[src/rtl/walk_pkg.sv]
package walk_pkg;
    localparam int FRAME_BITS = 11;
    localparam int INDEX_BITS = 10;

    localparam logic [1:0] RES_OK    = 2'd0;
    localparam logic [1:0] RES_SKIP  = 2'd1;
    localparam logic [1:0] RES_ABORT = 2'd2;

    localparam int LNK_TERM  = 0;
    localparam int LNK_QH    = 1;
    localparam int LNK_DEPTH = 2;
    localparam logic [31:0] LNK_MASK = 32'hFFFF_FFF0;

    typedef enum logic [3:0] {
        ST_IDLE, ST_LIST, ST_LINK, ST_QH_H, ST_QH_E, ST_QH_EVAL,
        ST_TD_RD, ST_TD_EXEC, ST_TD_WB, ST_NEXT, ST_QH_WB, ST_DONE
    } walk_state_e;
endpackage

[src/rtl/frame_ticker.sv]
module frame_ticker #(
    parameter int TICK_DIV = 200000
) (
    input  logic clk,
    input  logic rst_n,
    output logic tick
);
    localparam int CW = (TICK_DIV > 1) ? $clog2(TICK_DIV) : 1;
    localparam logic [CW-1:0] LAST = CW'(TICK_DIV - 1);

    logic [CW-1:0] cnt;

    always_ff @(posedge clk or negedge rst_n) begin
        if (!rst_n)           cnt <= '0;
        else if (cnt == LAST) cnt <= '0;
        else                  cnt <= cnt + CW'(1);
    end

    assign tick = (cnt == LAST);
endmodule

[src/rtl/walk_fsm.sv]
module walk_fsm
    import walk_pkg::*;
#(
    parameter int LOOP_MAX = 100
) (
    input  logic                  clk,
    input  logic                  rst_n,
    input  logic                  tick,
    input  logic                  run,
    input  logic [31:0]           fl_base,
    output logic [FRAME_BITS-1:0] frame_num,
    output logic                  halted,
    output logic                  irq_post,
    output logic [1:0]            irq_cause,
    output logic                  mem_req,
    output logic                  mem_we,
    output logic [31:0]           mem_addr,
    output logic [31:0]           mem_wdata,
    input  logic                  mem_ready,
    input  logic [31:0]           mem_rdata,
    output logic                  td_valid,
    output logic [31:0]           td_ctrl,
    output logic [31:0]           td_token,
    output logic [31:0]           td_buffer,
    input  logic [1:0]            td_res,
    input  logic [31:0]           td_ctrl_new,
    input  logic [1:0]            td_ints
);
    localparam int VW = $clog2(LOOP_MAX + 1);
    localparam logic [VW-1:0] VMAX = VW'(LOOP_MAX);

    walk_state_e state, state_d;
    logic [31:0] link_q, qh_addr, qh_hlink, el_link, td_addr;
    logic [31:0] td_link, ctrl_q, token_q, buf_q, new_ctrl_q;
    logic [1:0]  wi, res_q, gathered, pending;
    logic        in_q;
    logic [VW-1:0] visits;

    // next-state
    always_comb begin
        state_d = state;
        unique case (state)
            ST_IDLE:    if (tick && run) state_d = ST_LIST;
            ST_LIST:    if (mem_ready) state_d = ST_LINK;
            ST_LINK: begin
                if (link_q[LNK_TERM] || visits == VMAX) state_d = ST_DONE;
                else if (link_q[LNK_QH])                state_d = ST_QH_H;
                else                                    state_d = ST_TD_RD;
            end
            ST_QH_H:    if (mem_ready) state_d = ST_QH_E;
            ST_QH_E:    if (mem_ready) state_d = ST_QH_EVAL;
            ST_QH_EVAL: begin
                if (el_link[LNK_TERM] || el_link[LNK_QH]) state_d = ST_LINK;
                else if (visits == VMAX)                 state_d = ST_DONE;
                else                                     state_d = ST_TD_RD;
            end
            ST_TD_RD:   if (mem_ready && wi == 2'd3) state_d = ST_TD_EXEC;
            ST_TD_EXEC: state_d = (td_ctrl_new != ctrl_q) ? ST_TD_WB : ST_NEXT;
            ST_TD_WB:   if (mem_ready) state_d = ST_NEXT;
            ST_NEXT: begin
                if (res_q == RES_ABORT)   state_d = ST_DONE;
                else if (!in_q)           state_d = ST_LINK;
                else if (res_q == RES_OK) state_d = ST_QH_WB;
                else                      state_d = ST_LINK;
            end
            ST_QH_WB:   if (mem_ready) state_d = td_link[LNK_DEPTH] ? ST_QH_EVAL : ST_LINK;
            ST_DONE:    state_d = ST_IDLE;
            default:    state_d = ST_IDLE;
        endcase
    end

    // state register
    always_ff @(posedge clk or negedge rst_n) begin
        if (!rst_n) state <= ST_IDLE;
        else        state <= state_d;
    end

    // datapath registers
    always_ff @(posedge clk or negedge rst_n) begin
        if (!rst_n) begin
            frame_num <= '0;   halted   <= 1'b1;  irq_post <= 1'b0;  irq_cause <= '0;
            link_q    <= '0;   qh_addr  <= '0;    qh_hlink <= '0;    el_link   <= '0;
            td_addr   <= '0;   td_link  <= '0;    ctrl_q   <= '0;    token_q   <= '0;
            buf_q     <= '0;   new_ctrl_q <= '0;  wi       <= '0;    res_q     <= '0;
            gathered  <= '0;   pending  <= '0;    in_q     <= 1'b0;  visits    <= '0;
        end else begin
            irq_post <= 1'b0;
            unique case (state)
                ST_IDLE: if (tick) begin
                    if (run) begin
                        frame_num <= frame_num + FRAME_BITS'(1);
                        halted    <= 1'b0;
                        irq_post  <= |pending;
                        irq_cause <= pending;
                        pending   <= '0;
                        gathered  <= '0;
                        visits    <= '0;
                    end else begin
                        halted <= 1'b1;
                    end
                end
                ST_LIST: if (mem_ready) link_q <= mem_rdata;
                ST_LINK: if (!link_q[LNK_TERM] && visits != VMAX) begin
                    visits <= visits + VW'(1);
                    if (link_q[LNK_QH]) qh_addr <= link_q & LNK_MASK;
                    else begin
                        td_addr <= link_q & LNK_MASK;
                        in_q    <= 1'b0;
                        wi      <= '0;
                    end
                end
                ST_QH_H: if (mem_ready) qh_hlink <= mem_rdata;
                ST_QH_E: if (mem_ready) el_link  <= mem_rdata;
                ST_QH_EVAL: begin
                    if (el_link[LNK_TERM])     link_q <= qh_hlink;
                    else if (el_link[LNK_QH])  link_q <= el_link;
                    else if (visits != VMAX) begin
                        visits  <= visits + VW'(1);
                        td_addr <= el_link & LNK_MASK;
                        in_q    <= 1'b1;
                        wi      <= '0;
                    end
                end
                ST_TD_RD: if (mem_ready) begin
                    unique case (wi)
                        2'd0: td_link <= mem_rdata;
                        2'd1: ctrl_q  <= mem_rdata;
                        2'd2: token_q <= mem_rdata;
                        default: buf_q <= mem_rdata;
                    endcase
                    wi <= wi + 2'd1;
                end
                ST_TD_EXEC: begin
                    res_q      <= td_res;
                    new_ctrl_q <= td_ctrl_new;
                    gathered   <= gathered | td_ints;
                end
                ST_NEXT: begin
                    if (!in_q)                              link_q <= td_link;
                    else if (res_q != RES_OK)               link_q <= qh_hlink;
                end
                ST_QH_WB: if (mem_ready) begin
                    if (td_link[LNK_DEPTH]) el_link <= td_link;
                    else                    link_q  <= qh_hlink;
                end
                ST_DONE: pending <= gathered;
                default: ;
            endcase
        end
    end

    // outputs
    always_comb begin
        mem_req   = 1'b0;
        mem_we    = 1'b0;
        mem_addr  = '0;
        mem_wdata = '0;
        unique case (state)
            ST_LIST:  begin mem_req = 1'b1; mem_addr = fl_base + {20'd0, frame_num[INDEX_BITS-1:0], 2'b00}; end
            ST_QH_H:  begin mem_req = 1'b1; mem_addr = qh_addr; end
            ST_QH_E:  begin mem_req = 1'b1; mem_addr = qh_addr + 32'd4; end
            ST_TD_RD: begin mem_req = 1'b1; mem_addr = td_addr + {28'd0, wi, 2'b00}; end
            ST_TD_WB: begin mem_req = 1'b1; mem_we = 1'b1; mem_addr = td_addr + 32'd4; mem_wdata = new_ctrl_q; end
            ST_QH_WB: begin mem_req = 1'b1; mem_we = 1'b1; mem_addr = qh_addr + 32'd4; mem_wdata = td_link; end
            default: ;
        endcase
    end

    assign td_valid  = (state == ST_TD_EXEC);
    assign td_ctrl   = ctrl_q;
    assign td_token  = token_q;
    assign td_buffer = buf_q;
endmodule

[src/rtl/frame_walker.sv]
module frame_walker #(
    parameter int TICK_DIV = 200000,
    parameter int LOOP_MAX = 100
) (
    input  logic        clk,
    input  logic        rst_n,
    input  logic        run,
    input  logic [31:0] fl_base,
    output logic [10:0] frame_num,
    output logic        halted,
    output logic        irq_post,
    output logic [1:0]  irq_cause,
    output logic        mem_req,
    output logic        mem_we,
    output logic [31:0] mem_addr,
    output logic [31:0] mem_wdata,
    input  logic        mem_ready,
    input  logic [31:0] mem_rdata,
    output logic        td_valid,
    output logic [31:0] td_ctrl,
    output logic [31:0] td_token,
    output logic [31:0] td_buffer,
    input  logic [1:0]  td_res,
    input  logic [31:0] td_ctrl_new,
    input  logic [1:0]  td_ints
);
    logic tick;

    frame_ticker #(.TICK_DIV(TICK_DIV)) u_tick (
        .clk(clk), .rst_n(rst_n), .tick(tick)
    );

    walk_fsm #(.LOOP_MAX(LOOP_MAX)) u_fsm (
        .clk(clk), .rst_n(rst_n), .tick(tick), .run(run), .fl_base(fl_base),
        .frame_num(frame_num), .halted(halted), .irq_post(irq_post), .irq_cause(irq_cause),
        .mem_req(mem_req), .mem_we(mem_we), .mem_addr(mem_addr), .mem_wdata(mem_wdata),
        .mem_ready(mem_ready), .mem_rdata(mem_rdata),
        .td_valid(td_valid), .td_ctrl(td_ctrl), .td_token(td_token), .td_buffer(td_buffer),
        .td_res(td_res), .td_ctrl_new(td_ctrl_new), .td_ints(td_ints)
    );
endmodule

[config.mk]
export PLATFORM = sky130hd
export DESIGN_NAME = frame_walker
export DESIGN_NICKNAME = d
export VERILOG_FILES = /design/src/rtl/walk_pkg.sv /design/src/rtl/frame_ticker.sv /design/src/rtl/walk_fsm.sv /design/src/rtl/frame_walker.sv
export SDC_FILE = /design/constraint.sdc
export NUM_CORES = 1
export LEC_CHECK = 0
export BUFFER_PORTS_ARGS = -buffer_cell sky130_fd_sc_hd__buf_2
export CAP_MARGIN = 40
export CORE_AREA = 2 2 187 189
export DETAILED_ROUTE_END_ITERATION = 16
export DIE_AREA = 0 0 189 191
export GPL_TIMING_DRIVEN = 1
export PLACE_DENSITY = 0.73
export SYNTH_ARGS = -nofsm -noshare
export SYNTH_HDL_FRONTEND = slang
export SYNTH_SLANG_ARGS = --single-unit
[constraint.sdc]
create_clock -name clk -period 2.8 [get_ports clk]
set_input_delay 0.56 -clock clk [delete_from_list [all_inputs] [get_ports clk]]
set_output_delay 0.56 -clock clk [all_outputs]
set_load 0.01 [all_outputs]
==> metrics list, run 1 <==
* Outcome: complete, but fails checks
- Net Count, Synth: ~1700
* Post-synth top area cell: dfrtp_1
- Clock slew seen by the registers of the worst setup and hold paths: 60 ps
- Maximum number of pins on one net before global-route repair: 80
- Most numerous cell on the critical path: buf_6
- Power comes to approximately 21 mW.
* Via count: 13800
- The routed design has between 50000 and 60000 um of wire.
- Number of instances in the synthesized netlist: ~1600
* Post-route fraction of the period consumed by the critical path: 120%
- The number of different library cells used by synthesis comes to 60.
- CP Cell Sequence: ha_2 -> inv_2 -> fa_2 -> nor2b_2 -> o31a_1 -> buf_4 -> buf_6 -> o21a_4 -> o21ai_2 -> mux2_4 -> nand2_2 -> buf_6
* Sum of overflow across all layers after global routing: 0
* Number of optimization iterations in the first detailed-route pass: 10
- Summing the sequential cell areas from Yosys gives 52.5% of the chip area.
- FF+latch count, synth: between 300 and 400
- During I/O placement, the number of pins put on the boundary was between 200 and 300.
* Number of enable-type register cells in the synthesized netlist: 0
- Number of global-route vias before repair: roughly 14000
- Worst Path Max Fanout: 2
- The worst register-to-register path begins at u_fsm.state[0].
- Clock power share: roughly a quarter
- By area the synthesized netlist is led by dfrtp_1, mux2_2, nand2_1.
* Peak VDD IR: about 0.00067 V
- Proportion of power drawn by flip-flops and latches: approximately 42%
* Kind of path behind the tightest hold check: in2async
- In this run the critical register-to-register path is captured at u_fsm.td_addr[20].
- Share of cells above drive strength 1: a little under two fifths
* Crit-path max cell delay: about 390 ps
- Critical path startpoint: u_fsm.frame_num[0]
* Count of final max-slew check failures: 0
- Worst hold slack: around 40 ps
- Initial drt markers: 1086
* Latest clock arrival within the worst-skew pair: between 500 and 600 ps
- Worst Reg-to-Reg Cells: 8
- Async set or reset register ratio after synthesis: 100%
- The number of failing hold endpoints at the final stage was 0.
- Area enclosed by the die boundary: approximately 36000 um^2
- Required time reported for the critical path endpoint: between 2000 and 2500 ps
- Type of destination of the critical path: output pin
- The count of buffers added on input and output ports is ~280.
* Count of synthesis-stage warnings from yosys: 0
- The floorplan has 68 rows.
* Clock Tree Root: clkbuf_16
* TritonCTS buffer count: 38
- For this run, design rule violations remaining after detail routing come to 0.
- The final reports fail on negative setup slack.
- RSZ-0062 raised after global routing: yes
- The worst pin sits at a relative slew slack of approximately 55%.
* Critical-path cell with the highest stage delay: dfrtp_1
* Chip Width: 189 um
- Area of the core region: ~34000 um^2
- Dividing the detail-routed wire length by the instance count gives around 21 um.
- Global routing used between 20% and 30% of the available tracks across all layers.
- The congestion estimate from routability-driven global placement came to between 0.9 and 1.
- Dominant cell by count in the synthesized netlist: dfrtp_1
* Post-route insts no fill: around 2400
* Total standard cell area after synthesis: around 17000 um^2
* Antenna cell count: 0
* Vias/cell: roughly 5.8
- Top cell type's share of synthesized area: 52.4%
* Layout Utilization: a little under two thirds
* Average instance area after synthesis: around 11 um^2
* Final net count: a little over 2000
- Number of cells in the design after placement: approximately 2300
- The analysis attributes to cell leakage a power of between 10 and 15 nW.
- The analysis attributes to net switching a power of around 7.5 mW.
- Switching power share of the total: approximately 36%
* Crit Path Class: reg2out
- Effective utilization at floorplan: about half
- Top achievable clock speed: between 0.2 and 0.3 GHz
* Clock tree buffer depth: 3
- Max-cap violations in this run came to 0.
* Maximum clock skew at final layout: roughly 10 ps
* Minimum period implied by the final worst setup slack: 3370 ps
- The tree built by TritonCTS fans out to roughly 360 sinks.
* Chip height: ~190 um
* Wire length of the first global-routing pass: about 79000 um
- At the pin with the least slew margin, the transition time is between 600 and 700 ps.
* Internal: between 10 and 15 mW
- Combinational cells account for between 30 and 40% of the total power.
* Pwr Density: between 900 and 1000 nW/um^2
- Across all register-to-register paths, the minimum setup slack is approximately 170 ps.
- Top cells by count, synth: dfrtp_1, nand2_1, mux2_2, o21ai_0, nor2_1
- TritonCTS built the clock tree.
- The worst setup path is launched from a flip-flop.
- H-tree Lvls: 2
* Area Overhead vs Synth: 27.1%
- In this run the remaining antenna-violating nets after routing total 0.
- Across all setup checks in the final design, the least slack found is -573 ps.
* Arrival time worst endpoint: between 2000 and 3000 ps
- For this run, the leading register cell type out of synthesis is dfrtp_1.
* Antenna violations before repair: 0
* Final Setup Violations: 26
- Once detailed placement completed, the half-perimeter wirelength came to around 35000 um.
==> repair_timing <==
item,4_1_cts,5_1_grt
pin swaps,25,35
hold buffers,0,0
gates resized for setup,76,35
hold endpoints to repair,0,0
setup endpoints to repair,61,45
setup buffers,19,14
gates cloned,2,1
==> per-layer routing <==
metal  part of all wire [%]  track usage, %
met5                      0               0
met4                    2.2            7.27
met3                    7.2            5.49
met2                     47            45.2
met1                     44            38.9
==> layout by cell type, fill, tap and decap left out, drive strengths merged, types with 35 or more instances in the layout <==
cell type,instances
a222oi,35
buf,408
clkbuf,60
dfrtp,358
mux2,189
mux2i,67
nand2,239
nor2,75
o21ai,109
xor2,44
==> metrics by stage <==
| stage | TNS, ps | setup slack (ps) | cell area, um^2 |
|---|---|---|---|
| floorplan | -112 | -48.2 | 17200 |
| global placement | -4090 | -374 | 19700 |
| detailed placement | -5240 | -426 | 19700 |
| CTS | -9430 | -595 | 21500 |
| global route | -13220 | -659 | 21700 |
| finish | -10340 | -573 | 21700 |
==> final cells by class <==
cell class	count	area (um^2)
tap	455	569
clock buffer	57	1100
inverter	23	86.3
fill	2687	12400
clock inverter	10	110
multi-input combinational	1080	8180
sequential	359	8990
timing repair buffer	411	2710
==> registers in the layout, summed over array words and instances, names as in the netlist, 30 cells and up <==
| name | cells |
|---|---|
| u_fsm.td_ctrl | 32 |
| u_fsm.qh_hlink | 30 |
| u_fsm.el_link | 30 |
| u_fsm.td_token | 32 |
| u_fsm.new_ctrl_q | 32 |
| u_fsm.link_q | 30 |
| u_fsm.td_buffer | 32 |
| u_fsm.td_link | 32 |
==> how the worst max path moves through the flow <==
stage | end | slack, ps
after floorplan | mem_addr[22] | -50
after global placement | mem_addr[28] | -370
after detailed placement | mem_addr[30] | -430
after CTS | mem_addr[22] | -600
after global routing | mem_addr[10] | -660
final | mem_addr[10] | -570
==> critical path: cells and delay by family, from the launching register on <==
family | cells | cell delay [ps]
mux | 1 | 310
compound gates | 3 | 660
simple gates | 2 | 110
flops | 1 | 390
fa+ha+maj | 2 | 400
buf+inv | 4 | 430
==> kinds of logic after synthesis <==
family / share of synthesized area, %
simple gates: 11.2
flops: 52.5
xor+xnor: 3.89
buf+inv: 2.57
compound gates: 12.0
mux: 16.4
fa+ha+maj: 1.43
==> power groups by stage <==
stage / Combinational (mW) / Sequential, mW / Clock, mW
floorplan: 4.16 / 8.40 / 0
global placement: 6.52 / 8.66 / 0
detailed placement: 6.68 / 8.79 / 0
CTS: 6.93 / 8.71 / 5.03
global route: 7.79 / 9.00 / 5.26
finish: 7.11 / 8.77 / 4.94
Power figures use the tool's default switching activity.
==> run 2: changes to the inputs <==
Settings changed: ABC_AREA set to 1, CORE_AREA 2 2 187 189 to 2 2 190 192, DIE_AREA 0 0 189 191 to 0 0 192 194, PLACE_DENSITY 0.73 to 0.74.
==> run 2 against run 1 <==
The run still ends with negative setup slack left. Clock power up 2%. Sequential power down 41%. Register-to-register slack better by 160 ps. First-iteration DRC count up 24%. Critical endpoint is now mem_addr[24]. Highest routed layer is now met5.
==> metrics list, run 2 <==
- Total standard cell area after synthesis: 18000 um^2 (+5.3%)
- The number of nets produced by synthesis is 2455 (+47%).
- TritonCTS built the clock tree.
- Maximum clock skew at final layout: 22.3 ps (+12.3 ps)
- Crit-path max cell delay: 360 ps (-30 ps)
* Vias/cell: 5.40 (-6.3%)
* Overall power of the completed layout: 10.8 mW (-48%)
* Cell Area, Placed: 20200 um^2 (+2.4%)
- Reg-to-Reg End: u_fsm.td_addr[14]
- The sequential share of the synthesized area is 49.9% (-2.6 points).
* Post-route setup slack: -277 ps (+296 ps)
- I/O pin total: 282 (unchanged)
- The final count of pins violating max slew was 0 (unchanged).
- The gate count of the mapped netlist was 2332 (+50%).
- Worst Path Max Fanout: 5 (+3)
- The area enclosed by the die boundary came to 37200 um^2 (+3.2%).
* Top cells by count, synth: nand2_1, dfrtp_1, o21ai_0, inv_1, nor2_1
- The final reports fail on negative setup slack.
- The share of cells above drive strength 1 came to 22.2% (-16 points).
- The fraction of the mapped netlist area in adder cells is 1.36% (-0.072 points).
- In this run the most critical hold path is launched from td_res[1].
- Worst slew pin tran: 834 ps (+160 ps)
* Cell types with the largest area share after synthesis: dfrtp_1, nand2_1, o21ai_0
- RSZ-0062 raised after global routing: yes
* Fill cells: 3084 (+15%)
- FF+latch count, synth: 359 (unchanged)
* Total Wirelength: 55400 um (+8.7%)
- H-tree Lvls: 2 (unchanged)
* Worst hold stages: 3
- In this run the critical register-to-register path is launched from u_fsm.visits[0].
* Async set or reset register ratio after synthesis: 100% (unchanged)
- Average wire length per cell after detail routing: 17.7 um (-17%)
* Post-route insts no fill: 3131 (+31%)
* Arrival time worst endpoint: 2520 ps (-290 ps)
- Area of all placed cells without fillers: 22400 um^2 (+3.1%)
* Peak VDD IR: 0.000537 V (-20%)
* Final net count: 2767 (+36%)
* All-Layer GR Usage: 29.3% (+1.3 points)
- The number of buffers between clock root and the deepest sink came to 3 (unchanged).
- Pre-CTS worst setup slack: -500 ps (-73.9 ps)
* Via count: 16900 (+22%)
- The width of the die came to 192 um (+1.6%).
- The layer flagged by global routing as most heavily used is met2.
* Number of hold violations in the final report: 0 (unchanged)
- The final setup violation count came to 20 (-23%).
- Crit Path Class: reg2out
- Pwr Density: 483 nW/um^2 (-50%)
* Number of cells in the design after placement: 3040 (+33%)
- Antenna cell count: 0 (unchanged)
* Clock slew seen by the registers of the worst setup and hold paths: 60 ps (about the same)
- The distinct cell type count after synthesis is 44 (-27%).
* Area of the core region: 35200 um^2 (+3.2%)
* Share of synthesized area spent on multiplexers: 1.75% (-15 points)
- The utilization of the core after routing was 63.6% (-0.11 points).
- Most numerous cell on the critical path: buf_6
- Maximum number of pins on one net before global-route repair: 72 (-10%)
* Sequential cell area: 8990 um^2 (about the same)
- Multi-input gate area: 8300 um^2 (+1.5%)
* CP Cell Sequence: ha_2 -> inv_2 -> fa_2 -> inv_2 -> buf_4 -> buf_6 -> buf_6 -> nand3_4 -> nand3_4 -> buf_6 -> nand4_1 -> nand3_1 -> nand2_1 -> buf_2
- The violation count after the first detailed-routing iteration is 1349 (+24%).
- The run finished, with violations left.
- The initial standard-cell utilization of the core is 51.1% (+0.99 points).
- Main synth FF type: dfrtp_1
* Reg2Reg Setup Slack: 330 ps (+160 ps)
- Count of synthesis-stage warnings from yosys: 0 (unchanged)
- Antenna violations before repair: 1 (+1)
- Critical-path cell with the highest stage delay: fa_2
- From synthesis to final layout, the design area changed by 24.4%.
- Number of optimization iterations in the first detailed-route pass: 6 (-4)
- Startpoint type of the worst setup path: flip-flop
- Number of buffer and inverter stages on the critical path: 7 (+3)
- Dominant combinational cell family by area after synthesis: simple AND/OR/NAND/NOR gates
* CTS sink cnt: 359 (unchanged)
* Half-perimeter wire length after detailed placement: 38600 um (+9.4%)
- Residual DRC count: 0 (unchanged)
* Detail Route Antenna Nets: 0 (unchanged)
- The count of cells along the worst register-to-register path is 11 (+3).
* Number of violations of the max-capacitance limit: 0 (unchanged)
- Top cell type's share of synthesized area: 49.7% (-2.6 points)
* Type of destination of the critical path: output pin
* Most frequent cells in the layout: nand2_1, dfrtp_1, o21ai_0
- TritonCTS buffer count: 39 (+2.6%)
* Dominant cell by count in the synthesized netlist: nand2_1
- Cell leakage power: 11.6 nW (+9.3%)
* Average instance area after synthesis: 7.72 um^2 (-30%)
* Num rows: 69 (+1.5%)
- The largest total area in the synthesized netlist belongs to dfrtp_1.
- Top delay family on crit path: buffers and inverters
- Required time reported for the critical path endpoint: 2240 ps (about the same)
* Kind of path behind the tightest hold check: in2reg
- The number of global-route vias before repair was 16200 (+17%).
- Input/output buffers: 281 (unchanged)
- Grt met3 use: 5.79% (+0.30 points)
* Top achievable clock speed: 0.325 GHz (+9.6%)
- Clock Tree Root: clkbuf_16
* Global placement routability congestion: 0.891 (-2.2%)
* Sum of overflow across all layers after global routing: 0 (unchanged)
* Commonest non-fill, non-tap cell in the layout: nand2_1
- Chip height: 194 um (+1.6%)
- Wire length of the first global-routing pass: 87200 um (+11%)
* GR Util met2: 45.5% (+0.26 points)
- Worst min-delay path endpoint: u_fsm.res_q[1]
- The relative slew slack came to 44.3% (-11 points).
- The number of enable-type register cells in the synthesized netlist came to 0 (unchanged).
* Area fraction in and, or, nand and nor cells after synthesis: 23.6% (+12 points)
- Routing usage on met1: 42.0% (+3.1 points)
- The xor and xnor fraction of the mapped netlist area came to 2.09% (-1.8 points).
- The clock latency reported for the late side of the worst-skew pair was 540 ps (about the same).
- The final clock period utilization by the worst path is 110% (-11 points).
- The area fraction in compound gates after synthesis is 14.0% (+2.0 points).
* Minimum period implied by the final worst setup slack: 3080 ps (-296 ps)
## run 2: cell types whose count changed after synthesis, sizes merged, moves of 31 or more
cell    change
a21oi      +43
a31oi      -32
inv       +217
a222oi     -35
mux2      -161
nor2       +50
o21ai     +291
mux2i      -67
a22o       -31
nand2     +562
nand3      +48
## run 2: cell families (layout without fill, tap and decap cells)
kind of cell | after synthesis | in the layout
simple gates | 1058 | 1059
compound gates | 491 | 491
xor+xnor | 43 | 43
mux | 28 | 28
fa+ha+maj | 19 | 19
buf+inv | 334 | 671
flops | 359 | 359
## run 2: how the worst max path moves through the flow
stage / cells past startpoint / to / slack, ps / start
floorplan: 12 / mem_addr[26] / 60 / fl_base[2]
global placement: 14 / mem_addr[26] / -470 / fl_base[2]
detailed placement: 14 / mem_addr[26] / -500 / fl_base[2]
CTS: 13 / mem_addr[26] / -270 / u_fsm.frame_num[0]
global route: 14 / mem_addr[24] / -410 / u_fsm.frame_num[0]
finish: 14 / mem_addr[24] / -280 / u_fsm.frame_num[0]
## run 2: routing by layer
layer / up-vias / share of wire, %
li1: 8090 / -
met1: 8040 / 43
met2: 671 / 46
met3: 92 / 8.1
met4: 2 / 2.6
met5: - / 0.036
## run 2: stage by stage
step / TNS (ps) / hold WS [ps]
2_1_floorplan: 0 / 264
3_5_place_dp: -3250 / 458
5_1_grt: -5980 / 239
3_3_place_gp: -2880 / 453
4_1_cts: -2950 / 231
6_report: -3300 / 238
## run 2: layout make-up
type / count / area share (%)
inverter: 240 / 4.03
tap: 461 / 2.57
timing repair buffer: 364 / 10.6
clock buffer: 55 / 5.16
sequential: 359 / 40.1
multi-input combinational: 1640 / 37.0
clock inverter: 12 / 0.480
## run 2: worst reg2reg max path, cell delays in order (launching register included)
cell and delay (ps):
dfrtp_1 410, inv_1 90, ha_1 140, inv_1 40, nor3_2 310, nor2_1 100, nor2_1 220, nor2_1 80
nand2_2 180, inv_2 360, nand2_1 210, o21ai_0 140
## run 2: report_power, final
group,leakage (nW),switching [mW],total [mW],internal (mW)
registers,4.64,0,5.19,5.19
logic,6.28,0.373,0.563,0.191
clock network,0.635,2.10,5.06,2.97
## run 2: repair_timing
action	CTS	global route
hold endpoints to repair	6	0
gates resized for setup	99	59
gates cloned	4	3
pin swaps	27	21
hold buffers	1	0
endpoints found under the setup margin	33	41
buffers inserted	14	5
